<file path="src/rtl/mwk_pkg.sv">
package mwk_pkg;

    typedef enum logic [1:0] {
        MON_IDLE  = 2'd0,
        MON_ARMED = 2'd1,
        MON_TRIG  = 2'd2
    } mon_state_e;

    typedef enum logic {
        CORE_RUN   = 1'b0,
        CORE_SLEEP = 1'b1
    } core_state_e;

    typedef enum logic [3:0] {
        CZ_NONE  = 4'd0,
        CZ_STORE = 4'd1,
        CZ_IRQ   = 4'd2,
        CZ_DBG   = 4'd3,
        CZ_NMI   = 4'd4,
        CZ_SMI   = 4'd5,
        CZ_MCE   = 4'd6,
        CZ_INIT  = 4'd7,
        CZ_RST   = 4'd8,
        CZ_FALL  = 4'd9
    } wake_cause_e;

    // Event vector index: a higher index means a higher priority
    localparam int NUM_EVT = 8;

    function automatic wake_cause_e idx_to_cause(input int idx);
        unique case (idx)
            0:       return CZ_STORE;
            1:       return CZ_IRQ;
            2:       return CZ_DBG;
            3:       return CZ_NMI;
            4:       return CZ_SMI;
            5:       return CZ_MCE;
            6:       return CZ_INIT;
            7:       return CZ_RST;
            default: return CZ_NONE;
        endcase
    endfunction

endpackage

</file>
<file path="src/rtl/mwk_wake_arb.sv">
module mwk_wake_arb
    import mwk_pkg::*;
#(
    parameter int N = NUM_EVT
) (
    input  logic [N-1:0] evt_i,
    output logic         any_o,
    output wake_cause_e  cause_o
);

    always_comb begin
        cause_o = CZ_NONE;
        for (int i = 0; i < N; i++) begin
            if (evt_i[i]) cause_o = idx_to_cause(i);
        end
        any_o = |evt_i;
        // any raised event yields a real cause code
        a_r8_code_valid: assert (!any_o || cause_o != CZ_NONE);
    end

endmodule

</file>
<file path="src/rtl/mwk_monitor.sv">
module mwk_monitor
    import mwk_pkg::*;
#(
    parameter int AW         = 32,
    parameter int LINE_BYTES = 64
) (
    input  logic          clk,
    input  logic          rst_n,
    input  logic          hold_i,
    input  logic          arm_i,
    input  logic [AW-1:0] arm_addr_i,
    input  logic          wait_i,
    input  logic          snoop_vld_i,
    input  logic [AW-1:0] snoop_addr_i,
    output logic          armed_o,
    output logic          arm_hit_o,
    output logic          line_hit_o
);

    localparam int          OFS  = $clog2(LINE_BYTES);
    localparam logic [AW-1:0] MASK = ~((AW'(1) << OFS) - AW'(1));

    mon_state_e    state_q, state_d;
    logic [AW-1:0] base_q;

    assign line_hit_o = snoop_vld_i && ((snoop_addr_i & MASK) == base_q);
    assign armed_o    = (state_q == MON_ARMED);
    assign arm_hit_o  = line_hit_o && armed_o;

    always_comb begin
        state_d = state_q;
        if (!hold_i) begin
            unique case (state_q)
                MON_IDLE:  if (arm_i) state_d = MON_ARMED;
                MON_ARMED: begin
                    if (arm_i)                      state_d = MON_ARMED;
                    else if (wait_i || arm_hit_o)   state_d = MON_TRIG;
                end
                MON_TRIG:  if (arm_i) state_d = MON_ARMED;
                default:   state_d = MON_IDLE;
            endcase
        end
    end

    always_ff @(posedge clk) begin
        if (!rst_n) begin
            state_q <= MON_IDLE;
            base_q  <= '0;
        end else begin
            state_q <= state_d;
            if (!hold_i && arm_i) base_q <= arm_addr_i & MASK;
        end
    end

    a_r2_wait_consumes: assert property (@(posedge clk) disable iff (!rst_n)
        (!hold_i && wait_i && !arm_i && state_q == MON_ARMED) |=> (state_q == MON_TRIG));
    a_r10_arm_rearms: assert property (@(posedge clk) disable iff (!rst_n)
        (!hold_i && arm_i) |=> (state_q == MON_ARMED));
    a_r11_hold_freezes: assert property (@(posedge clk) disable iff (!rst_n)
        (hold_i && $past(hold_i)) |-> $stable(state_q));

endmodule

</file>
<file path="src/rtl/mwk_ctrl.sv">
module mwk_ctrl
    import mwk_pkg::*;
#(
    parameter int AW         = 32,
    parameter int LINE_BYTES = 64
) (
    input  logic          clk,
    input  logic          rst_n,
    input  logic          arm_i,
    input  logic [AW-1:0] arm_addr_i,
    input  logic          wait_i,
    input  logic          irq_en_i,
    input  logic          snoop_vld_i,
    input  logic [AW-1:0] snoop_addr_i,
    input  logic          irq_i,
    input  logic          nmi_i,
    input  logic          smi_i,
    input  logic          dbg_i,
    input  logic          mce_i,
    input  logic          init_i,
    input  logic          core_rst_i,
    output logic          sleep_o,
    output logic          wake_o,
    output logic [3:0]    cause_o,
    output logic          resume_next_o,
    output logic          take_irq_o
);

    core_state_e       state_q, state_d;
    logic              irq_en_q;
    logic              hold, armed, arm_hit, line_hit;
    logic              enter_now, fall_now, wake_now, evt_any;
    logic [NUM_EVT-1:0] evt;
    wake_cause_e       evt_cause, cause_d;

    assign hold = (state_q == CORE_SLEEP);

    mwk_monitor #(.AW(AW), .LINE_BYTES(LINE_BYTES)) u_mon (
        .clk          (clk),
        .rst_n        (rst_n),
        .hold_i       (hold),
        .arm_i        (arm_i),
        .arm_addr_i   (arm_addr_i),
        .wait_i       (wait_i),
        .snoop_vld_i  (snoop_vld_i),
        .snoop_addr_i (snoop_addr_i),
        .armed_o      (armed),
        .arm_hit_o    (arm_hit),
        .line_hit_o   (line_hit)
    );

    assign evt = {core_rst_i, init_i, mce_i, smi_i, nmi_i, dbg_i,
                  irq_i && irq_en_q, line_hit};

    mwk_wake_arb #(.N(NUM_EVT)) u_arb (
        .evt_i   (evt),
        .any_o   (evt_any),
        .cause_o (evt_cause)
    );

    assign enter_now = !hold && wait_i && armed && !arm_hit;
    assign fall_now  = !hold && wait_i && !(armed && !arm_hit);
    assign wake_now  = hold && evt_any;

    always_comb begin
        state_d = state_q;
        unique case (state_q)
            CORE_RUN:   if (enter_now) state_d = CORE_SLEEP;
            CORE_SLEEP: if (wake_now)  state_d = CORE_RUN;
            default:    state_d = CORE_RUN;
        endcase
    end

    // State register
    always_ff @(posedge clk) begin
        if (!rst_n) begin
            state_q  <= CORE_RUN;
            irq_en_q <= 1'b0;
        end else begin
            state_q <= state_d;
            if (enter_now) irq_en_q <= irq_en_i;
        end
    end

    always_comb begin
        if (fall_now)      cause_d = CZ_FALL;
        else if (wake_now) cause_d = evt_cause;
        else               cause_d = CZ_NONE;
    end

    // Registered outputs
    always_ff @(posedge clk) begin
        if (!rst_n) begin
            wake_o        <= 1'b0;
            cause_o       <= CZ_NONE;
            resume_next_o <= 1'b0;
            take_irq_o    <= 1'b0;
        end else begin
            wake_o        <= fall_now || wake_now;
            cause_o       <= cause_d;
            resume_next_o <= (cause_d == CZ_FALL) || (cause_d == CZ_STORE)
                             || (cause_d == CZ_SMI);
            take_irq_o    <= (cause_d == CZ_IRQ) || (cause_d == CZ_NMI);
        end
    end

    assign sleep_o = hold;

    a_r1_fall_through: assert property (@(posedge clk) disable iff (!rst_n)
        (!sleep_o && wait_i && !armed) |=> (wake_o && cause_o == CZ_FALL && resume_next_o && !sleep_o));
    a_r2_enter_sleep: assert property (@(posedge clk) disable iff (!rst_n)
        (!sleep_o && wait_i && armed && !line_hit) |=> (sleep_o && !wake_o));
    a_r5_irq_masked: assert property (@(posedge clk) disable iff (!rst_n)
        (sleep_o && !irq_en_q && !line_hit && !core_rst_i && !init_i && !mce_i
         && !smi_i && !nmi_i && !dbg_i) |=> sleep_o);
    a_r7_reset_wakes: assert property (@(posedge clk) disable iff (!rst_n)
        (sleep_o && core_rst_i) |=> (wake_o && cause_o == CZ_RST && !sleep_o));
    a_r9_single_pulse: assert property (@(posedge clk) disable iff (!rst_n)
        wake_o |=> !wake_o);
    a_r9_sleep_drops: assert property (@(posedge clk) disable iff (!rst_n)
        wake_o |-> !sleep_o);
    a_r9_quiet_fields: assert property (@(posedge clk) disable iff (!rst_n)
        !wake_o |-> (cause_o == 4'd0 && !resume_next_o && !take_irq_o));
    a_r11_run_no_event_wake: assert property (@(posedge clk) disable iff (!rst_n)
        (!sleep_o && !wait_i) |=> !wake_o);

endmodule

</file>
<file path="config.mk">
export PLATFORM = sky130hd
export DESIGN_NAME = mwk_ctrl
export DESIGN_NICKNAME = d
export VERILOG_FILES = /design/src/rtl/mwk_pkg.sv /design/src/rtl/mwk_wake_arb.sv /design/src/rtl/mwk_monitor.sv /design/src/rtl/mwk_ctrl.sv
export SDC_FILE = /design/constraint.sdc
export NUM_CORES = 1
export LEC_CHECK = 0
export ABC_CLOCK_PERIOD_IN_PS = 2400
export BUFFER_PORTS_ARGS = -buffer_cell sky130_fd_sc_hd__buf_2
export CORE_ASPECT_RATIO = 1.75
export CORE_MARGIN = 5
export CORE_UTILIZATION = 40
export CTS_BUF_LIST = sky130_fd_sc_hd__clkbuf_8 sky130_fd_sc_hd__clkbuf_16
export DETAILED_ROUTE_END_ITERATION = 16
export PLACE_DENSITY = 0.71
export REMOVE_ABC_BUFFERS = 1
export SLEW_MARGIN = 10
export SYNTH_ARGS = -nofsm -noshare
export SYNTH_HDL_FRONTEND = slang
export SYNTH_SLANG_ARGS = --single-unit
</file>
<file path="constraint.sdc">
create_clock -name clk -period 2.4 [get_ports clk]
set_clock_uncertainty 0.1 [all_clocks]
set_input_delay 0.12 -clock clk [delete_from_list [all_inputs] [get_ports clk]]
set_output_delay 0.12 -clock clk [all_outputs]
set_load 0.05 [all_outputs]
</file>
Word-level counts from Yosys, hierarchy flattened
Index checks and enable logic that the tools add are counted.
{ "op_classes": {"eq_ne": 10, "n_mux": 17, "bitwise_logic": 1, "n_reduce_logical": 22} }
{ "ops": {"columns": ["op", "count"], "rows": [
  ["== test 26 bit", 1],
  ["two-way mux 3 bit", 4],
  ["two-way mux 4 bit", 3],
  ["logical AND 1 bit", 10],
  ["two-way mux 2 bit", 5],
  ["== test 4 x 3 -> 1 bit, second input constant", 2],
  ["OR reduction 8 bit", 1],
  ["logical OR 1 bit", 5],
  ["== test 4 x 1 -> 1 bit, second input constant", 1],
  ["== test 4 x 2 -> 1 bit, second input constant", 1],
  ["== test 4 bit, second input constant", 1],
  ["case mux 2 bit (2 select lines)", 1],
  ["zero test 1 bit", 3],
  ["two-way mux 1 bit", 3],
  ["!= test 3 x 2 -> 1 bit, second input constant", 1],
  ["AND reduction 3 bit", 1],
  ["== test 2 x 1 -> 1 bit, second input constant", 1],
  ["== test 2 bit, second input constant", 1],
  ["zero test 2 bit", 1],
  ["!= test 2 x 1 -> 1 bit, second input constant", 1],
  ["case mux 1 bit (2 select lines)", 1],
  ["OR reduction 2 bit", 1],
  ["inverter 1 bit", 1]
]} }
{ "totals": {"ff_bits": 37, "inputBits": 77, "out_inout_bits": 8, "word_cells": 58} }

Depth between registers and ports, before layout
{ "logic_depth": {"word_depth": 15, "mapped_depth": 6, "mapped_depth_nobuf": 6} }

Modules after synthesis
Synthesis repeated with hierarchy kept, for this count alone.
{ "hier_totals": {"cells_unflattened": 222, "hier_area_um2": 1873.0} }
{ "modules_own_cells": {"columns": ["module", "instances", "cells_each", "area_each_um2", "seq_area_each_um2"], "rows": [
  ["mwk_monitor", 1, 173, 1445.1, 560.5],
  ["mwk_ctrl", 1, 34, 349.1, 180.2],
  ["mwk_wake_arb", 1, 15, 78.8, 0.0]
]} }

Worst setup path after synthesis
OpenSTA, ideal clock, no wires.
{ "synth_path": {"path_kind": "register to register", "startpoint": "register u_mon.base_q[30]", "endpoint": "register u_mon.state_q[0]", "setup_time_ns": 0.117, "arrival_ns": 1.730, "required_ns": 2.183, "path_slack_ns": 0.453, "stages_incl_launch_ff": 7, "path_buffers": 0, "period_less_slack_ns": 1.947, "path_cell_list": "dfxtp_1 > xnor2_1 > nand4_1 > or4_4 > nor4_4 > nor2_1 > a22o_1"} }
{ "synth_between": {"elab_chain_len": 6} }
{ "synth_rtl": {"columns": ["item", "line", "rtl"], "rows": [
  ["start: declaration", "mwk_monitor.sv:24", "logic [AW-1:0] base_q;"],
  ["start signal: assignment", "mwk_monitor.sv:51", "if (!hold_i && arm_i) base_q <= arm_addr_i & MASK;"],
  ["== test 26 bit", "mwk_monitor.sv:26", "assign line_hit_o = snoop_vld_i && ((snoop_addr_i & MASK) == base_q);"],
  ["logical AND 1 bit", "mwk_monitor.sv:26", null],
  ["logical AND 1 bit", "mwk_monitor.sv:28", "assign arm_hit_o = line_hit_o && armed_o;"],
  ["logical OR 1 bit", "mwk_monitor.sv:37", "else if (wait_i || arm_hit_o) state_d = MON_TRIG;"],
  ["!= test 3 x 2 -> 1 bit (no line)", null, null],
  ["AND reduction 3 bit (no line)", null, null],
  ["end signal: assignment", "mwk_monitor.sv:50", "state_q <= state_d;"],
  ["end: declaration", "mwk_monitor.sv:23", "mon_state_e state_q, state_d;"]
]} }
Every way passes these cells.
A chain may end at the register's enable or synchronous reset.

Worst setup path after layout
{ "layout_path": {"startpoint": "register u_mon.base_q[31]", "endpoint": "register u_mon.state_q[0]"} }
The elaborated chain is that of the path after synthesis.

==> results.py <==
metrics = {
    "routing": {
        "num_vias": 1764,
        "drc": 0,
        "dr.pass1.iters": 4,
        "wl_per_cell_um": 12.85,
        "wl_um": 4663,
        "vias_per_cell": 4.860,
        "ant_nets": 0,
        "drt_iter0_drc": 20,
    },
    "floorplan": {
        "ioPinCount": 85,
        "dieArea_um2": 5706,
        "start_util_pct": 40.97,
        "die_h_um": 96.25,
        "die_w_um": 59.29,
        "core_um2": 4150,
        "row_count": 31,
    },
    "final_layout": {
        "layout_common_cells": "72 x buf_2, 62 x nand2_1, 37 x dfxtp_1",
        "areaGrowthSynthToFinish_pct": 45.84,
        "diodes": 0,
        "nNetsFinal": 390,
        "final_core_util_pct": 59.75,
        "drive_above_1_share_pct": 28.34,
        "layout_commonest_cell": "buf_2",
    },
    "clock_tree": {
        "post_cts_buffers": 0,
        "clk_pin_slew_ns": 0.08,
        "hold_buffers": 28,
        "cts_resized": 0,
        "ctsHtreeMaxLevel": 2,
        "cts_root_buffer": "clkbuf_8",
        "clock_sinks": 37,
        "tritoncts": "built",
        "cts_buffers": 5,
        "clock_latency_ns": 0.29,
        "cts_buffer_depth": 2,
    },
    "pwr": {
        "p_int_w": 0.0009838,
        "switchingPower_w": 0.0003688,
        "p_sw_share_pct": 27.27,
        "max-vdd-ir-drop_v": 0.0004037,
        "power_leakage_nw": 1.076,
        "combPwrFrac_pct": 19.2,
        "p_seq_share_pct": 49.4,
        "power_density_nw_per_um2": 545.4,
        "power_frac_clock_pct": 31.4,
        "finalPower_w": 0.001353,
    },
    "sta": {
        "final-max-slew-violation-count": 0,
        "finalSetupViolCount": 0,
        "finalCriticalPeriod_ns": 2.149,
        "finalHoldViolations": 0,
        "hold_slack_ns": 0.03613,
        "tightestPinTransition_ns": 0.5471,
        "slew_headroom_pct": 63.36,
        "max_clock_freq_ghz": 0.4653,
        "period_share_pct": 89.55,
        "rsz0062_at_grt": "no",
        "tns_ns": 0,
    },
    "setup_path": {
        "crit_slowest_cell": "or4_4",
        "worstPathArrival_ns": 2.23,
        "cp-start-kind": "flop",
        "path_buf_inv": 0,
        "worstPathCellList": "xnor2_1, nand4_1, or4_4, nor4_4, nor2_1, a22o_1",
        "cpPeakStageDelay_ns": 0.55,
        "end_kind": "flop",
        "cp_top_family": "simple AND/OR/NAND/NOR gates",
        "critPathRequiredTime_ns": 2.48,
        "crit_fanout": 6,
        "crit_type": "reg -> reg",
    },
    "global_route": {
        "overflow": 0,
        "grtUsageTotal_pct": 17.43,
        "grt_pass1_wl_um": 7555,
        "antenna_found_initial": 0,
        "grt_pass1_vias": 1795,
        "grt_max_degree": 20,
    },
    "synth": {
        "synth_cell_types": 30,
        "ys_seq_area_share_pct": 43.56,
        "ys_seq_elements": 37,
        "yosysWarnings": 0,
        "postSynthAreaPerCell_um2": 7.983,
        "synthCells": 213,
        "syn_area_um2": 1700,
    },
    "run_status": {
        "status": "finished, final reports clean",
    },
    "worst_hold_path": {
        "hp-class": "in -> reg",
    },
    "place": {
        "gp_congestion": 0.7753,
        "portBuffers": 72,
        "hpwl_um": 3367,
    },
    "run": {
        "maxCapViolations": 0,
    },
}
## power by group through the flow
stage                     clock network (W)  registers (W)  logic (W)
after global routing               0.000469       0.000672   0.000288
after global placement                    0       0.000681   0.000223
final                              0.000425       0.000669   0.000259
after CTS                          0.000445       0.000668   0.000261
after floorplan                           0       0.000698   0.000110
after detailed placement                  0       0.000682   0.000225
## worst min-delay path: stages
cell     delay, ns
buf_2         0.10
o31ai_1       0.09
nor2_1        0.08
## cells by family (layout without fill, tap and decap cells)
group	after synthesis	in the layout	share of synthesized area, %
multiplexers	1	1	0.5887
AND/OR/NAND/NOR	93	93	25.39
buffers and inverters	14	115	3.090
flip-flops	37	37	43.56
XOR/XNOR	26	26	13.39
AO/OA/AOI/OAI	42	42	13.98
## Yosys cell counts
master,n,area (um^2)
nand2_1,62,232.7
dfxtp_1,37,740.7
a21oi_1,29,145.1
xnor2_1,26,227.7
clkbuf_1,11,41.29
nor2_1,7,26.28
nand4_1,6,37.54
o21ai_0,4,20.02
inv_1,3,11.26
nand3_1,3,15.01
nor2b_1,3,18.77
a211oi_1,2,15.01
and3_1,2,12.51
nor3_1,2,10.01
a21o_1,1,7.510
a221o_1,1,10.01
a22o_1,1,8.760
a32o_1,1,10.01
and2_2,1,7.510
and2b_1,1,7.510
mux2i_1,1,10.01
nand2b_1,1,6.260
nor3b_1,1,7.510
nor4_4,1,21.27
nor4b_1,1,8.760
o21a_1,1,7.510
o22ai_1,1,6.260
o31ai_1,1,7.510
or3b_2,1,8.760
or4_4,1,11.26
## stage by stage
| step | cell area (um^2) | instances | worst slack [ns] |
|---|---|---|---|
| after detailed placement | 2113 | 327 | 0.2575 |
| after global routing | 2480 | 363 | 0.08219 |
| after CTS | 2480 | 363 | 0.2467 |
| after floorplan | 1659 | 202 | 0.4530 |
| after global placement | 2113 | 327 | 0.2561 |
| final | 2480 | 363 | 0.2508 |
## sequential cells by signal, summed over array words and instances (netlist names)
name,count
cause_o,4
u_mon.base_q,26
u_mon.state_q,2
sleep_o,1
take_irq_o,1
wake_o,1
irq_en_q,1
resume_next_o,1
## per-layer routing
layer  track usage [%]  vias to the layer above  part of all wire [%]
li1                  -                      908                     -
met1             17.85                      787                    37
met2             31.48                       58                    54
met3             4.430                       11                   6.9
met4             8.885                        0                   2.5
met5                 0                        -                     0
## final timing paths
path | start | endpoint | slack, ns | cells past startpoint
hold reg to reg | u_mon.base_q[7]$_SDFFE_PN0P_ | u_mon.base_q[7]$_SDFFE_PN0P_ | 0.37 | 2
setup reg to reg | u_mon.base_q[31]$_SDFFE_PN0P_ | u_mon.state_q[0]$_SDFFE_PN0P_ | 0.25 | 6
setup / recovery | u_mon.base_q[31]$_SDFFE_PN0P_ | u_mon.state_q[0]$_SDFFE_PN0P_ | 0.25 | 6
hold / removal | init_i | cause_o[1]$_SDFF_PN0_ | 0.04 | 3
## layout make-up
type                            instances  area [um^2]
Inverter                                3        11.26
Clock buffer                            5        68.82
Tap cell                               49        61.31
Multi-Input combinational cell        162        909.6
Clock inverter                          3        17.52
Fill cell                             409         1670
Sequential cell                        37        740.7
Timing Repair Buffer                  104        670.6
Note: power is estimated with default switching activity, not from simulation.
